### src/rtl/term_pkg.sv
package term_pkg;
  localparam int CHAR_W  = 8;
  localparam int FLAG_B  = 0;
  localparam int EN_B    = 1;

  typedef enum logic [1:0] {
    SEL_IN_CTL  = 2'd0,
    SEL_IN_DAT  = 2'd1,
    SEL_OUT_CTL = 2'd2,
    SEL_OUT_DAT = 2'd3
  } reg_sel_e;
endpackage

### src/rtl/term_decode.sv
module term_decode
  import term_pkg::*;
#(
  parameter int          ADDR_W = 32,
  parameter logic [31:0] BASE   = 32'hFFFF0000
) (
  input  logic              sel,
  input  logic              we,
  input  logic [ADDR_W-1:0] addr,
  output logic              hit,
  output reg_sel_e          which,
  output logic              rd_in_dat,
  output logic              wr_in_ctl,
  output logic              wr_out_ctl,
  output logic              wr_out_dat
);
  localparam logic [ADDR_W-5:0] BASE_HI = BASE[ADDR_W-1:4];

  always_comb begin
    hit        = sel && (addr[ADDR_W-1:4] == BASE_HI);
    which      = reg_sel_e'(addr[3:2]);
    rd_in_dat  = hit && !we && (which == SEL_IN_DAT);
    wr_in_ctl  = hit &&  we && (which == SEL_IN_CTL);
    wr_out_ctl = hit &&  we && (which == SEL_OUT_CTL);
    wr_out_dat = hit &&  we && (which == SEL_OUT_DAT);
  end
endmodule

### src/rtl/term_rx.sv
module term_rx
  import term_pkg::*;
(
  input  logic              clk,
  input  logic              rst_n,
  input  logic              kb_valid,
  input  logic [CHAR_W-1:0] kb_data,
  input  logic              rd_dat,
  input  logic              wr_ctl,
  input  logic              en_wbit,
  output logic              flag,
  output logic              en,
  output logic [CHAR_W-1:0] held
);
  logic              flag_d, en_d, held_ld;

  always_comb begin
    flag_d  = flag;
    held_ld = 1'b0;
    if (rd_dat) flag_d = 1'b0;
    if (kb_valid) begin
      flag_d  = 1'b1;
      held_ld = 1'b1;
    end
    en_d = wr_ctl ? en_wbit : en;
  end

  always_ff @(posedge clk or negedge rst_n) begin
    if (!rst_n) begin
      flag <= 1'b0;
      en   <= 1'b0;
      held <= '0;
    end else begin
      flag <= flag_d;
      en   <= en_d;
      if (held_ld) held <= kb_data;
    end
  end

  a_r4_arrival_sets: assert property (@(posedge clk) disable iff (!rst_n)
    kb_valid |=> (flag && held == $past(kb_data)));
  a_r5_read_clears: assert property (@(posedge clk) disable iff (!rst_n)
    (rd_dat && !kb_valid) |=> !flag);
  a_r6_flag_untouched_by_ctl: assert property (@(posedge clk) disable iff (!rst_n)
    (wr_ctl && !kb_valid && !rd_dat) |=> $stable(flag));
endmodule

### src/rtl/term_tx.sv
module term_tx
  import term_pkg::*;
#(
  parameter int MIN_BUSY = 4
) (
  input  logic              clk,
  input  logic              rst_n,
  input  logic              wr_dat,
  input  logic [CHAR_W-1:0] wbyte,
  input  logic              wr_ctl,
  input  logic              en_wbit,
  input  logic              dsp_ready,
  output logic              flag,
  output logic              en,
  output logic              dsp_valid,
  output logic [CHAR_W-1:0] dsp_data
);
  localparam int CNT_W = $clog2(MIN_BUSY + 1);
  localparam logic [CNT_W-1:0] CNT_LOAD = CNT_W'(MIN_BUSY);

  logic [CNT_W-1:0] cnt, cnt_d;
  logic             pend_d, en_d, accept;

  always_comb begin
    flag   = !dsp_valid && (cnt == '0);
    accept = wr_dat && flag;
    pend_d = dsp_valid;
    cnt_d  = cnt;
    if (cnt != '0) cnt_d = cnt - 1'b1;
    if (dsp_valid && dsp_ready) pend_d = 1'b0;
    if (accept) begin
      pend_d = 1'b1;
      cnt_d  = CNT_LOAD;
    end
    en_d = wr_ctl ? en_wbit : en;
  end

  always_ff @(posedge clk or negedge rst_n) begin
    if (!rst_n) begin
      dsp_valid <= 1'b0;
      cnt       <= '0;
      en        <= 1'b0;
      dsp_data  <= '0;
    end else begin
      dsp_valid <= pend_d;
      cnt       <= cnt_d;
      en        <= en_d;
      if (accept) dsp_data <= wbyte;
    end
  end

  // checker: length of the current low stretch of the flag
  logic [CNT_W:0] low_run;
  always_ff @(posedge clk or negedge rst_n) begin
    if (!rst_n) low_run <= '0;
    else if (flag) low_run <= '0;
    else if (low_run != {(CNT_W+1){1'b1}}) low_run <= low_run + 1'b1;
  end

  a_r7_write_starts: assert property (@(posedge clk) disable iff (!rst_n)
    (wr_dat && flag) |=> (!flag && dsp_valid && dsp_data == $past(wbyte[CHAR_W-1:0])));
  a_r8_hold_stall: assert property (@(posedge clk) disable iff (!rst_n)
    (dsp_valid && !dsp_ready) |=> (dsp_valid && $stable(dsp_data)));
  a_r9_min_busy: assert property (@(posedge clk) disable iff (!rst_n)
    $rose(flag) |-> (low_run >= (CNT_W+1)'(MIN_BUSY)));
  a_r10_ignored: assert property (@(posedge clk) disable iff (!rst_n)
    (wr_dat && !flag) |=> $stable(dsp_data));
endmodule

### src/rtl/term_mmio.sv
module term_mmio
  import term_pkg::*;
#(
  parameter logic [31:0] BASE     = 32'hFFFF0000,
  parameter int          MIN_BUSY = 4
) (
  input  logic        clk,
  input  logic        rst_n,
  input  logic        bus_sel,
  input  logic        bus_we,
  input  logic [31:0] bus_addr,
  input  logic [31:0] bus_wdata,
  output logic [31:0] bus_rdata,
  input  logic        kb_valid,
  input  logic [7:0]  kb_data,
  output logic        dsp_valid,
  output logic [7:0]  dsp_data,
  input  logic        dsp_ready,
  output logic        irq
);
  localparam int DATA_W = 32;

  logic [1:0] rst_sync;
  logic       rst_int_n;

  always_ff @(posedge clk or negedge rst_n) begin
    if (!rst_n) rst_sync <= 2'b00;
    else        rst_sync <= {rst_sync[0], 1'b1};
  end
  assign rst_int_n = rst_sync[1];

  logic     hit, rd_in_dat, wr_in_ctl, wr_out_ctl, wr_out_dat;
  reg_sel_e which;

  term_decode #(.ADDR_W(32), .BASE(BASE)) u_dec (
    .sel(bus_sel), .we(bus_we), .addr(bus_addr),
    .hit(hit), .which(which), .rd_in_dat(rd_in_dat),
    .wr_in_ctl(wr_in_ctl), .wr_out_ctl(wr_out_ctl), .wr_out_dat(wr_out_dat)
  );

  logic              in_flag, in_en, out_flag, out_en;
  logic [CHAR_W-1:0] in_char;

  term_rx u_rx (
    .clk(clk), .rst_n(rst_int_n),
    .kb_valid(kb_valid), .kb_data(kb_data),
    .rd_dat(rd_in_dat), .wr_ctl(wr_in_ctl), .en_wbit(bus_wdata[EN_B]),
    .flag(in_flag), .en(in_en), .held(in_char)
  );

  term_tx #(.MIN_BUSY(MIN_BUSY)) u_tx (
    .clk(clk), .rst_n(rst_int_n),
    .wr_dat(wr_out_dat), .wbyte(bus_wdata[CHAR_W-1:0]),
    .wr_ctl(wr_out_ctl), .en_wbit(bus_wdata[EN_B]),
    .dsp_ready(dsp_ready),
    .flag(out_flag), .en(out_en),
    .dsp_valid(dsp_valid), .dsp_data(dsp_data)
  );

  always_comb begin
    bus_rdata = '0;
    if (hit && !bus_we) begin
      unique case (which)
        SEL_IN_CTL:  begin bus_rdata[FLAG_B] = in_flag;  bus_rdata[EN_B] = in_en;  end
        SEL_IN_DAT:  bus_rdata[CHAR_W-1:0] = in_char;
        SEL_OUT_CTL: begin bus_rdata[FLAG_B] = out_flag; bus_rdata[EN_B] = out_en; end
        SEL_OUT_DAT: bus_rdata = '0;
      endcase
    end
    irq = (in_flag && in_en) || (out_flag && out_en);
  end

  a_r3_ctl_upper_zero: assert property (@(posedge clk) disable iff (!rst_int_n)
    (hit && !bus_we && !which[0]) |-> (bus_rdata[DATA_W-1:2] == '0));
  a_r2_outside_quiet: assert property (@(posedge clk) disable iff (!rst_int_n)
    (bus_sel && !hit) |-> (bus_rdata == '0));
  a_r11_irq_idle: assert property (@(posedge clk) disable iff (!rst_int_n)
    (!in_en && !out_en) |-> !irq);
endmodule

### config.mk
export PLATFORM = sky130hd
export DESIGN_NAME = term_mmio
export DESIGN_NICKNAME = d
export VERILOG_FILES = /design/src/rtl/term_pkg.sv /design/src/rtl/term_decode.sv /design/src/rtl/term_rx.sv /design/src/rtl/term_tx.sv /design/src/rtl/term_mmio.sv
export SDC_FILE = /design/constraint.sdc
export NUM_CORES = 1
export LEC_CHECK = 0
export BUFFER_PORTS_ARGS = -buffer_cell sky130_fd_sc_hd__buf_2
export CAP_MARGIN = 40
export CORE_ASPECT_RATIO = 1.5
export CORE_MARGIN = 4
export CORE_UTILIZATION = 30
export CTS_CLUSTER_SIZE = 25
export DETAILED_ROUTE_END_ITERATION = 8
export GPL_TIMING_DRIVEN = 0
export SLEW_MARGIN = 5
export SYNTH_ARGS = -nofsm -noshare
export SYNTH_HDL_FRONTEND = slang
export SYNTH_SLANG_ARGS = --single-unit
export TNS_END_PERCENT = 1
### constraint.sdc
create_clock -name clk -period 2.25 [get_ports clk]
set_input_delay 0.45 -clock clk [delete_from_list [all_inputs] [get_ports clk]]
set_output_delay 0.45 -clock clk [all_outputs]
set_load 0.03 [all_outputs]
Yosys cells after proc, flatten, opt, wreduce, memory -nomap -nowiden --
Index checks and enable logic that the tools add are counted.
Word-level totals: bits in registers 25, output and inout bits 42, input port bits 78, logic and storage cells 44
Operators by class: reduce and logical (&&, ||, !) cells 21, eq/ne operators 4, multiplexer cells 10, add/sub/neg operators 1
Operator list (count):
- 28-bit == test (second input constant) | 1
- 1-bit logical AND | 12
- 8-bit two-way mux | 1
- 2-bit one-hot mux with 4 select lines | 1
- 3-bit two-way mux | 2
- 6-bit two-way mux | 1
- 2-bit nonzero test | 3
- 1-bit two-way mux | 5
- 2-bit == test (second input constant) | 2
- 3-bit zero test | 1
- 3-bit nonzero test | 1
- 3-bit by 1-bit subtractor with 3-bit output (second input constant) | 1
- 2-bit by 1-bit == test with 1-bit output (second input constant) | 1
- 1-bit zero test | 2
- 2-bit zero test | 1
- 1-bit logical OR | 1

Logic depth before layout (Yosys ltp) --
Gate-level depths: netlist of the first run.
depth in word-level cells 6, gate-level depth with buffers 7, depth with buffers taken out 6

Cells and area by module --
From an unflattened synthesis of the first run, not the netlist that was laid out.
Second synthesis, totals: cells, all modules 131, area, all modules 1497.7 um^2
Modules (own cells, without submodules):
- term_tx | area an instance 571.8 um^2, seq. area each 325.3 um^2, times used 1, cells each 40
- term_rx | area an instance 405.4 um^2, seq. area each 250.2 um^2, times used 1, cells each 22
- term_mmio | area an instance 365.4 um^2, seq. area each 50.0 um^2, times used 1, cells each 45
- term_decode | area an instance 155.1 um^2, seq. area each 0.0 um^2, times used 1, cells each 24

Worst setup path before layout of the first run --
No wires, ideal clock.
kind input to output, start point input port bus_addr[5], end point output port bus_rdata[2], stages 4, buffers on the path 0, arrival time 1.807 ns, path slack -0.007 ns, cell sequence or3_2 > nor4_4 > and4_1 > and2_1
On the way: longest elaborated chain between the ends 4
RTL lines:
- start: declaration | RTL line term_mmio.sv:11 | input logic [31:0] bus_addr,
- 28-bit == test | RTL line term_decode.sv:20 | hit = sel && (addr[ADDR_W-1:4] == BASE_HI);
- 1-bit logical AND | RTL line term_decode.sv:20
- 1-bit logical AND | RTL line term_mmio.sv:62 | if (hit && !bus_we) begin
- 8-bit two-way mux | RTL line term_mmio.sv:62
- end: declaration | RTL line term_mmio.sv:13 | output logic [31:0] bus_rdata,
No other way between the ends.

Worst setup path after layout of the first run --
start point input port bus_addr[15], end point output port bus_rdata[7]
The elaborated chain is that of the path after synthesis.

==> results summary, run 1 <==
The core area is 4617 um^2. The total clock buffers created by CTS came out at 3. The fraction of layout instances using a drive strength above 1 is approximately 58%. The number of distinct library cell variants in the gate-level netlist after synthesis is 39. The antenna diode count is 0. The total count of hold-check failures in the final report is 0. The net total in the final layout is slightly above 300. The flow ran to the end, but the final reports show violations.

The number of maximum-capacitance constraint violations is 0. The initial core utilization is 31.63%. Global routing used between 10% and 20% of the available tracks across all layers. For this run the aggregate overflow at the end of global routing stands at 0. The mean number of vias per cell came out at 4.231. The share of synthesized flip-flops with an asynchronous set or reset is 100.0%.

Static timing analysis puts the maximum clock frequency at 434.7 MHz. TritonCTS built the clock tree. Routability-driven placement finished with a final weighted congestion of 0.6951. The floorplan die width came out at roughly 65 um. Setup repair after global routing could not meet its margin everywhere.

The final reports fail on negative setup slack. STA classifies the critical path endpoint as a primary output. After layout, the worst setup slack is -0.05059 ns.

The total standard cell area after synthesis came out at 1460 um^2. After floorplanning, the core was divided into 30 placement rows. The worst-case IR drop observed on VDD is 0.3666 mV.

In this run the clock root is driven by a clkbuf_8. The detailed-route wire length on metal 1 came out at 1256 um. The first-iteration detailed-routing DRC count is 23. The number of fillers in the final layout came out at 470. The via count of the routed design came out at between 1k and 1.5k. The clock period minus worst slack came out at 2.301 ns.

The number of antenna violations at the first check in global routing is 0. Counting flops and latches in the post-synthesis netlist gives 25. The final number of max-transition violations is 0. The clock latency of the later-clocked register in the worst-skew pair is around 0.26 ns. The pre-antenna-repair detailed-routing pass consisted of 4 iterations. The worst hold slack across all endpoints came out at between 0.1 and 0.15 ns.

The worst hold path belongs to the class reg -> async. Input and output buffers added on the ports amount to 68. The CTS H-tree depth is 1.

For the worst setup path, the data required time is 1.80 ns. The part of the Yosys area used for sequential elements came out at 42.84%. The static leakage came out at 0.001206 uW. The aggregate routed wire length came out at roughly 3300 um.

The fraction of the cycle the final worst path needs is 102.2%. The number of instances in the synthesized netlist is 124. For this run, the leading register cell type out of synthesis is dfrtp_1. For this design the top-level I/O count stands at 120. The height of the chip came out at ~93 um.

For this run, the number of Yosys warnings is 0. The detailed-routed wire length on met2 is between 1500 and 2000 um. The clock tree buffer depth is 2.

In the detailed route, the total length drawn on met3 is 473 um. Measured on the finished design, the core utilization comes to 46.53%. The final routed wire length divided by cell count is 11.53 um. The area of the die is between 6000 and 7000 um^2. The number of DRC violations after detailed routing is 0.

The number of global-route vias before repair came out at roughly 1.2k. By startpoint and endpoint, the worst setup path is classified as in -> out. The post-route non-filler standard cell count came out at around 290. Along the worst path, the maximum fanout reaches 7.

The total power divided by cell area came out at 425.8 nW/um^2. The setup slack after placement is -0.3671 ns. The post-synthesis average cell area came out at approximately 12 um^2. The count of clock tree sinks came out at 25. The global-route wire length before repair came out at 5161 um.

The clock skew after layout came out at 0.0007647 ns. The total power draw came out at just over 900 uW. The HPWL after detailed placement came out at around 2800 um. STA classifies the critical path startpoint as an input pin. The arrival time of data at the critical path endpoint came out at ~1.9 ns. The count of placed standard cells including taps is 280. The area added between synthesis and finish came out at 47.13%.

Entering global routing, the biggest net connects 19 pins. The number of enable flip-flop cells after synthesis came out at 0. Signal routing reaches up to met3. The remaining number of nets flagged by the antenna check after routing came out at 0. The final setup violation count came out at 6. The clock-pin slew on the worst setup and hold paths is approximately 0.08 ns.
==> cell usage after synthesis, types with 2 or more instances <==
| cell | instances | share of area, % |
|---|---|---|
| and2_1 | 6 | 2.6 |
| nor2_1 | 6 | 1.5 |
| nand3_1 | 2 | 0.69 |
| mux2_2 | 11 | 8.5 |
| nor4_4 | 2 | 2.9 |
| dfrtp_1 | 25 | 43 |
| ha_1 | 2 | 1.7 |
| nor2b_1 | 2 | 0.86 |
| mux2i_1 | 3 | 2.1 |
| conb_1 | 2 | 0.51 |
| nand4b_1 | 2 | 1.2 |
| inv_1 | 4 | 1.0 |
| buf_4 | 24 | 12 |
| nand4_1 | 2 | 0.86 |
| mux2_4 | 7 | 7.2 |
==> critical path: stages <==
cell and delay [ns]:
buf_6 0.09, or4_4 0.57, nor3_4 0.16, and4_4 0.29, and2_1 0.16, buf_6 0.13
==> state kept, by name, indices dropped and copies added, names as in the netlist <==
name and flops:
u_rx.flag 1, u_tx.dsp_valid 1, u_tx.dsp_data 8, u_tx.cnt 3
u_rx.held 8, u_rx.en 1, rst_sync 2, u_tx.en 1
==> final timing paths <==
check,startpoint,cells after the start,end,slack [ns]
max,bus_addr[15],6,bus_rdata[7],-0.05
min,rst_sync[1]$_DFF_PN0_,0,u_rx.held[5]$_DFFE_PN0P_,0.14
max reg2reg,u_tx.cnt[1]$_DFFE_PN0P_,7,u_tx.dsp_data[7]$_DFFE_PN0P_,0.42
min reg2reg,rst_sync[1]$_DFF_PN0_,0,u_rx.held[5]$_DFFE_PN0P_,0.14
max in group asynchronous,rst_n,2,rst_sync[0]$_DFF_PN0_,1.66
min in group clk,rst_sync[0]$_DFF_PN0_,0,rst_sync[1]$_DFF_PN0_,0.35
==> stage by stage <==
stage / TNS, ns / cell area, um^2
6_report: -0.2369 / 2148
5_1_grt: -0.5627 / 2148
4_1_cts: -0.3418 / 2127
3_5_place_dp: -2.194 / 1996
3_3_place_gp: -2.293 / 1968
2_1_floorplan: -0.03232 / 1548
==> cells in the final DEF (no fill, tap or decap), types with 2 or more instances in the layout <==
master,n
mux2i_1,3
clkbuf_8,3
conb_1,25
mux2_4,7
buf_2,60
inv_1,4
nor2_1,6
nor4_4,2
dfrtp_1,25
nand4b_1,2
buf_6,8
mux2_2,11
clkbuf_1,2
buf_4,26
nand4_1,2
nand3_1,2
and2_1,4
nor2b_1,2
==> cells by family (layout without fill, tap and decap cells) <==
kind of cell    count (synthesis)  after routing  synth area share [%]
simple gates                   36             36                 18.42
buf+inv                        30            105                 14.40
compound gates                  7              7                 3.599
flops                          25             25                 42.84
other cells                     2             25                0.5143
mux                            22             22                 18.51
fa+ha+maj                       2              2                 1.714
==> report_power, final <==
group / switching [uW] / internal, uW
sequential: 9.64 / 465
clock: 131 / 126
combinational: 95.5 / 87.1
total: 237 / 678
==> repair_timing <==
item	CTS	global route
endpoints found under the setup margin	8	8
pin swaps	5	2
setup buffers	1	0
hold buffers	1	0
hold endpoints to repair	2	0
resized for setup	20	5
==> area by class of cell <==
| class | count | area [um^2] | share of cell area (%) |
|---|---|---|---|
| Tap cell | 64 | 80.08 | 3.727 |
| Clock buffer | 4 | 45.04 | 2.097 |
| Inverter | 4 | 15.01 | 0.6989 |
| Multi-Input combinational cell | 92 | 755.7 | 35.18 |
| Sequential cell | 25 | 625.6 | 29.12 |
| Buffer | 26 | 195.2 | 9.086 |
| Timing Repair Buffer | 71 | 431.7 | 20.09 |
==> layer usage <==
layer,global-route usage (%),vias up
met4,2.646,0
met3,3.606,0
met2,18.45,70
li1,-,582
met1,12.22,558
met5,0,-
No activity file was read; power rests on OpenSTA's default activity.
==> inputs of run 2 (changes only) <==
Settings changed: SETUP_SLACK_MARGIN set to 0.15, SLEW_MARGIN 5 to 20.
==> results summary, run 2 (synthesized netlist as in run 1, its figures left out) <==
The setup slack of the critical path after layout came out at -0.007361 ns. The mean number of vias per cell is just over 4. The register area is 625.6 um^2.

The worst setup path is launched from an input pin. The routed layout has 1,182 vias. The depth of the worst register-to-register path came out at 7. The net switching fraction of the power is between 20% and 30%. The leading cell type in the layout, fill and taps excluded is buf_2.

The endpoint identified for the worst register-to-register timing path is u_tx.dsp_data[1]$_DFFE_PN0P_. The static leakage is 0.001222 uW. The number of fillers in the final layout came out at ~460.

The initial core utilization is 31.63%. The number of maximum-capacitance constraint violations is 0. The residual overflow from global routing came out at 0. The critical path runs through a total of 6 cells. The endpoint of the most critical setup path is bus_rdata[3].

The path class of the lowest-slack min-delay path is reg -> async. The floorplan has 30 rows. The highest-delay cell along the critical path is or4_4.

The clock skew after layout is 0.002404 ns. The largest incremental delay on the critical path is ~0.55 ns. The worst hold slack across all endpoints is 0.1741 ns.

The final number of max-transition violations was 0. The pin count of the biggest net entering global routing is 15. Traced cell by cell, the critical path runs through buf_6, or4_4, nor3_4, and4_4, and2_4, buf_6. The net total in the final layout is 306. The fraction of the cycle the final worst path needs came out at 100.3%. The longest clock path from root to sink contains 2 buffers.

The first global-routing pass estimated 5126 um of wire. The first-iteration detailed-routing DRC count came out at 11. The total iterations of the first detailed-routing run came out at 2. The number of buffers inserted by port buffering came out at 68. The most critical setup path has its startpoint at bus_addr[15]. The count of placed standard cells including taps came out at 280. The critical path is of the in -> out type. Counting both buffers and inverters, the worst setup path holds a total of 2. The clock period minus worst slack is 2.257 ns. The register-to-register path setup slack came out at around 0.4 ns. The checks that failed: negative setup slack. The CTS H-tree depth is 1. The final setup violation count came out at 6. The worst setup path is captured at a primary output. The number of global-route vias before repair came out at 1,157. The floorplan die width came out at 64.96 um. Once placement finished, the instance area stood at a little over 2000 um^2. In the layout the commonest cells are buf_2, buf_4, conb_1, dfrtp_1. The HPWL after detailed placement came out at roughly 2700 um. The I/O pin count is 120.

The critical path data required time came out at 1.80 ns. The arrival time of data at the critical path endpoint came out at roughly 1.8 ns. The count of nets left with antenna violations once routing finished came out at 0.

The antenna diode count came out at 0. For this run, design rule violations remaining after detail routing come to 0. The total power divided by cell area is 413.6 nW/um^2. The family with the most delay on the worst path is simple AND/OR/NAND/NOR gates. Setup repair after global routing could not meet its margin everywhere. The area of the die is 6070 um^2. The library cell appearing most often on the critical path is buf_6. The floorplan step defined a core boundary enclosing 4617 um^2. The largest registers in the layout are u_rx.held x8, u_tx.dsp_data x8, u_tx.cnt x3. For this run, the top clock speed supported by timing is 443.0 MHz.

The count of clock tree sinks is 25. Measured along the y axis, the die boundary spans 93.45 um. The aggregate routed wire length is 3287 um. The final routed wire length divided by cell count is approximately 11 um. TritonCTS built the clock tree. The internal portion of the total power is 677.3 uW. The post-route non-filler standard cell count is 289. The cell area after layout came out at 2201 um^2.

The weighted congestion reported at the end of routability-driven placement came out at 0.6786. The flow ran to the end, but the final reports show violations. The global router's overall resource usage is 10.63%. The clock-pin slew on the worst setup and hold paths is 0.08 ns. The total clock buffers created by CTS came out at 3. The worst-case vdd ir drop is 0.2551 mV.

The combined area of the multi-input logic cells came out at 779.5 um^2. The clock latency of the later-clocked register in the worst-skew pair came out at 0.26 ns. The number of antenna violations at the first check in global routing was 0.

The biggest fanout along the worst timing path came out at 7. The sum of negative setup slack is -0.03185 ns. The clock share of power came out at 28.0%. The total count of hold-check failures in the final report came to 0.

In this run, flip-flops and latches consume 52.2% of the power. Per report_power, the combinational group accounts for 19.8% of the total. The area added between synthesis and finish is 50.73%. The startpoint of the worst-slack reg-to-reg timing path is u_tx.cnt[0]$_DFFE_PN0P_.

Cells with a size suffix above 1 make up 61.33% of the layout. In this run the power spent charging and discharging nets is about 230 uW. The master cell of the clock root buffer is clkbuf_8.
==> run 2: cell count changes in the layout (fill, tap and decap cells not counted), moves of 2 or more <==
cell / before / now
and2_1: 4 / 0
buf_2: 60 / 57
nor2_1: 6 / 4
buf_6: 8 / 11
and2_4: 1 / 6
buf_4: 26 / 28
==> run 2: worst register-to-register path: cells and delay by family (launching register included) <==
family	cells	cell delay, ns
DFF	1	0.39
adders and majority gates	1	0.20
muxes	1	0.30
buffers and inverters	2	0.27
and+or+nand+nor	3	0.60
==> run 2: worst min path at each step <==
stage                           from                  endpoint  slack [ns]  cells after the start
2_1_floorplan                  rst_n     rst_sync[0]$_DFF_PN0_        0.15                      0
3_3_place_gp                   rst_n     rst_sync[0]$_DFF_PN0_        0.24                      1
3_5_place_dp   rst_sync[1]$_DFF_PN0_  u_rx.held[3]$_DFFE_PN0P_        0.20                      0
4_1_cts        rst_sync[1]$_DFF_PN0_  u_rx.held[3]$_DFFE_PN0P_        0.20                      0
5_1_grt        rst_sync[1]$_DFF_PN0_  u_rx.held[3]$_DFFE_PN0P_        0.22                      0
6_report       rst_sync[1]$_DFF_PN0_  u_rx.held[3]$_DFFE_PN0P_        0.17                      0
==> run 2: area by class of cell <==
type                            count  area share, %
Clock buffer                        4          2.047
Inverter                            4         0.6822
Buffer                             26          8.869
Tap cell                           64          3.638
Sequential cell                    25          28.43
Multi-Input combinational cell     92          35.42
Timing Repair Buffer               74          20.92
==> run 2: repair_timing <==
| action | in CTS | in global routing |
|---|---|---|
| pin swaps | 6 | 2 |
| gates resized for setup | 18 | 8 |
| buffers inserted | 4 | 0 |
| hold endpoints to repair | 2 | 0 |
| hold buffers | 1 | 0 |
| setup endpoints to repair | 16 | 9 |
==> run 2: power groups by stage <==
| stage | Combinational (uW) | Sequential, uW | Clock [uW] |
|---|---|---|---|
| 2_1_floorplan | 117 | 485 | 0 |
| 3_3_place_gp | 165 | 489 | 0 |
| 3_5_place_dp | 174 | 485 | 0 |
| 4_1_cts | 179 | 476 | 269 |
| 5_1_grt | 197 | 479 | 278 |
| 6_report | 180 | 475 | 255 |
==> run 2: through the flow <==
| step | utilization, % | worst slack (ns) | total power [uW] |
|---|---|---|---|
| after floorplan | - | 0.1389 | 602.2 |
| after global placement | 43.28 | -0.2447 | 653.8 |
| after detailed placement | 43.60 | -0.2341 | 659.4 |
| after CTS | 46.88 | 0.003520 | 924.6 |
| after global routing | 47.67 | -0.06694 | 953.8 |
| final | 47.67 | -0.007361 | 910.2 |
==> run 2: layer usage <==
metal	up-vias	wire, um	global-route usage [%]
met3	2	431	3.606
met4	0	25	4.233
met1	531	1134	10.41
met5	-	0	0
li1	585	-	-
met2	64	1696	19.90
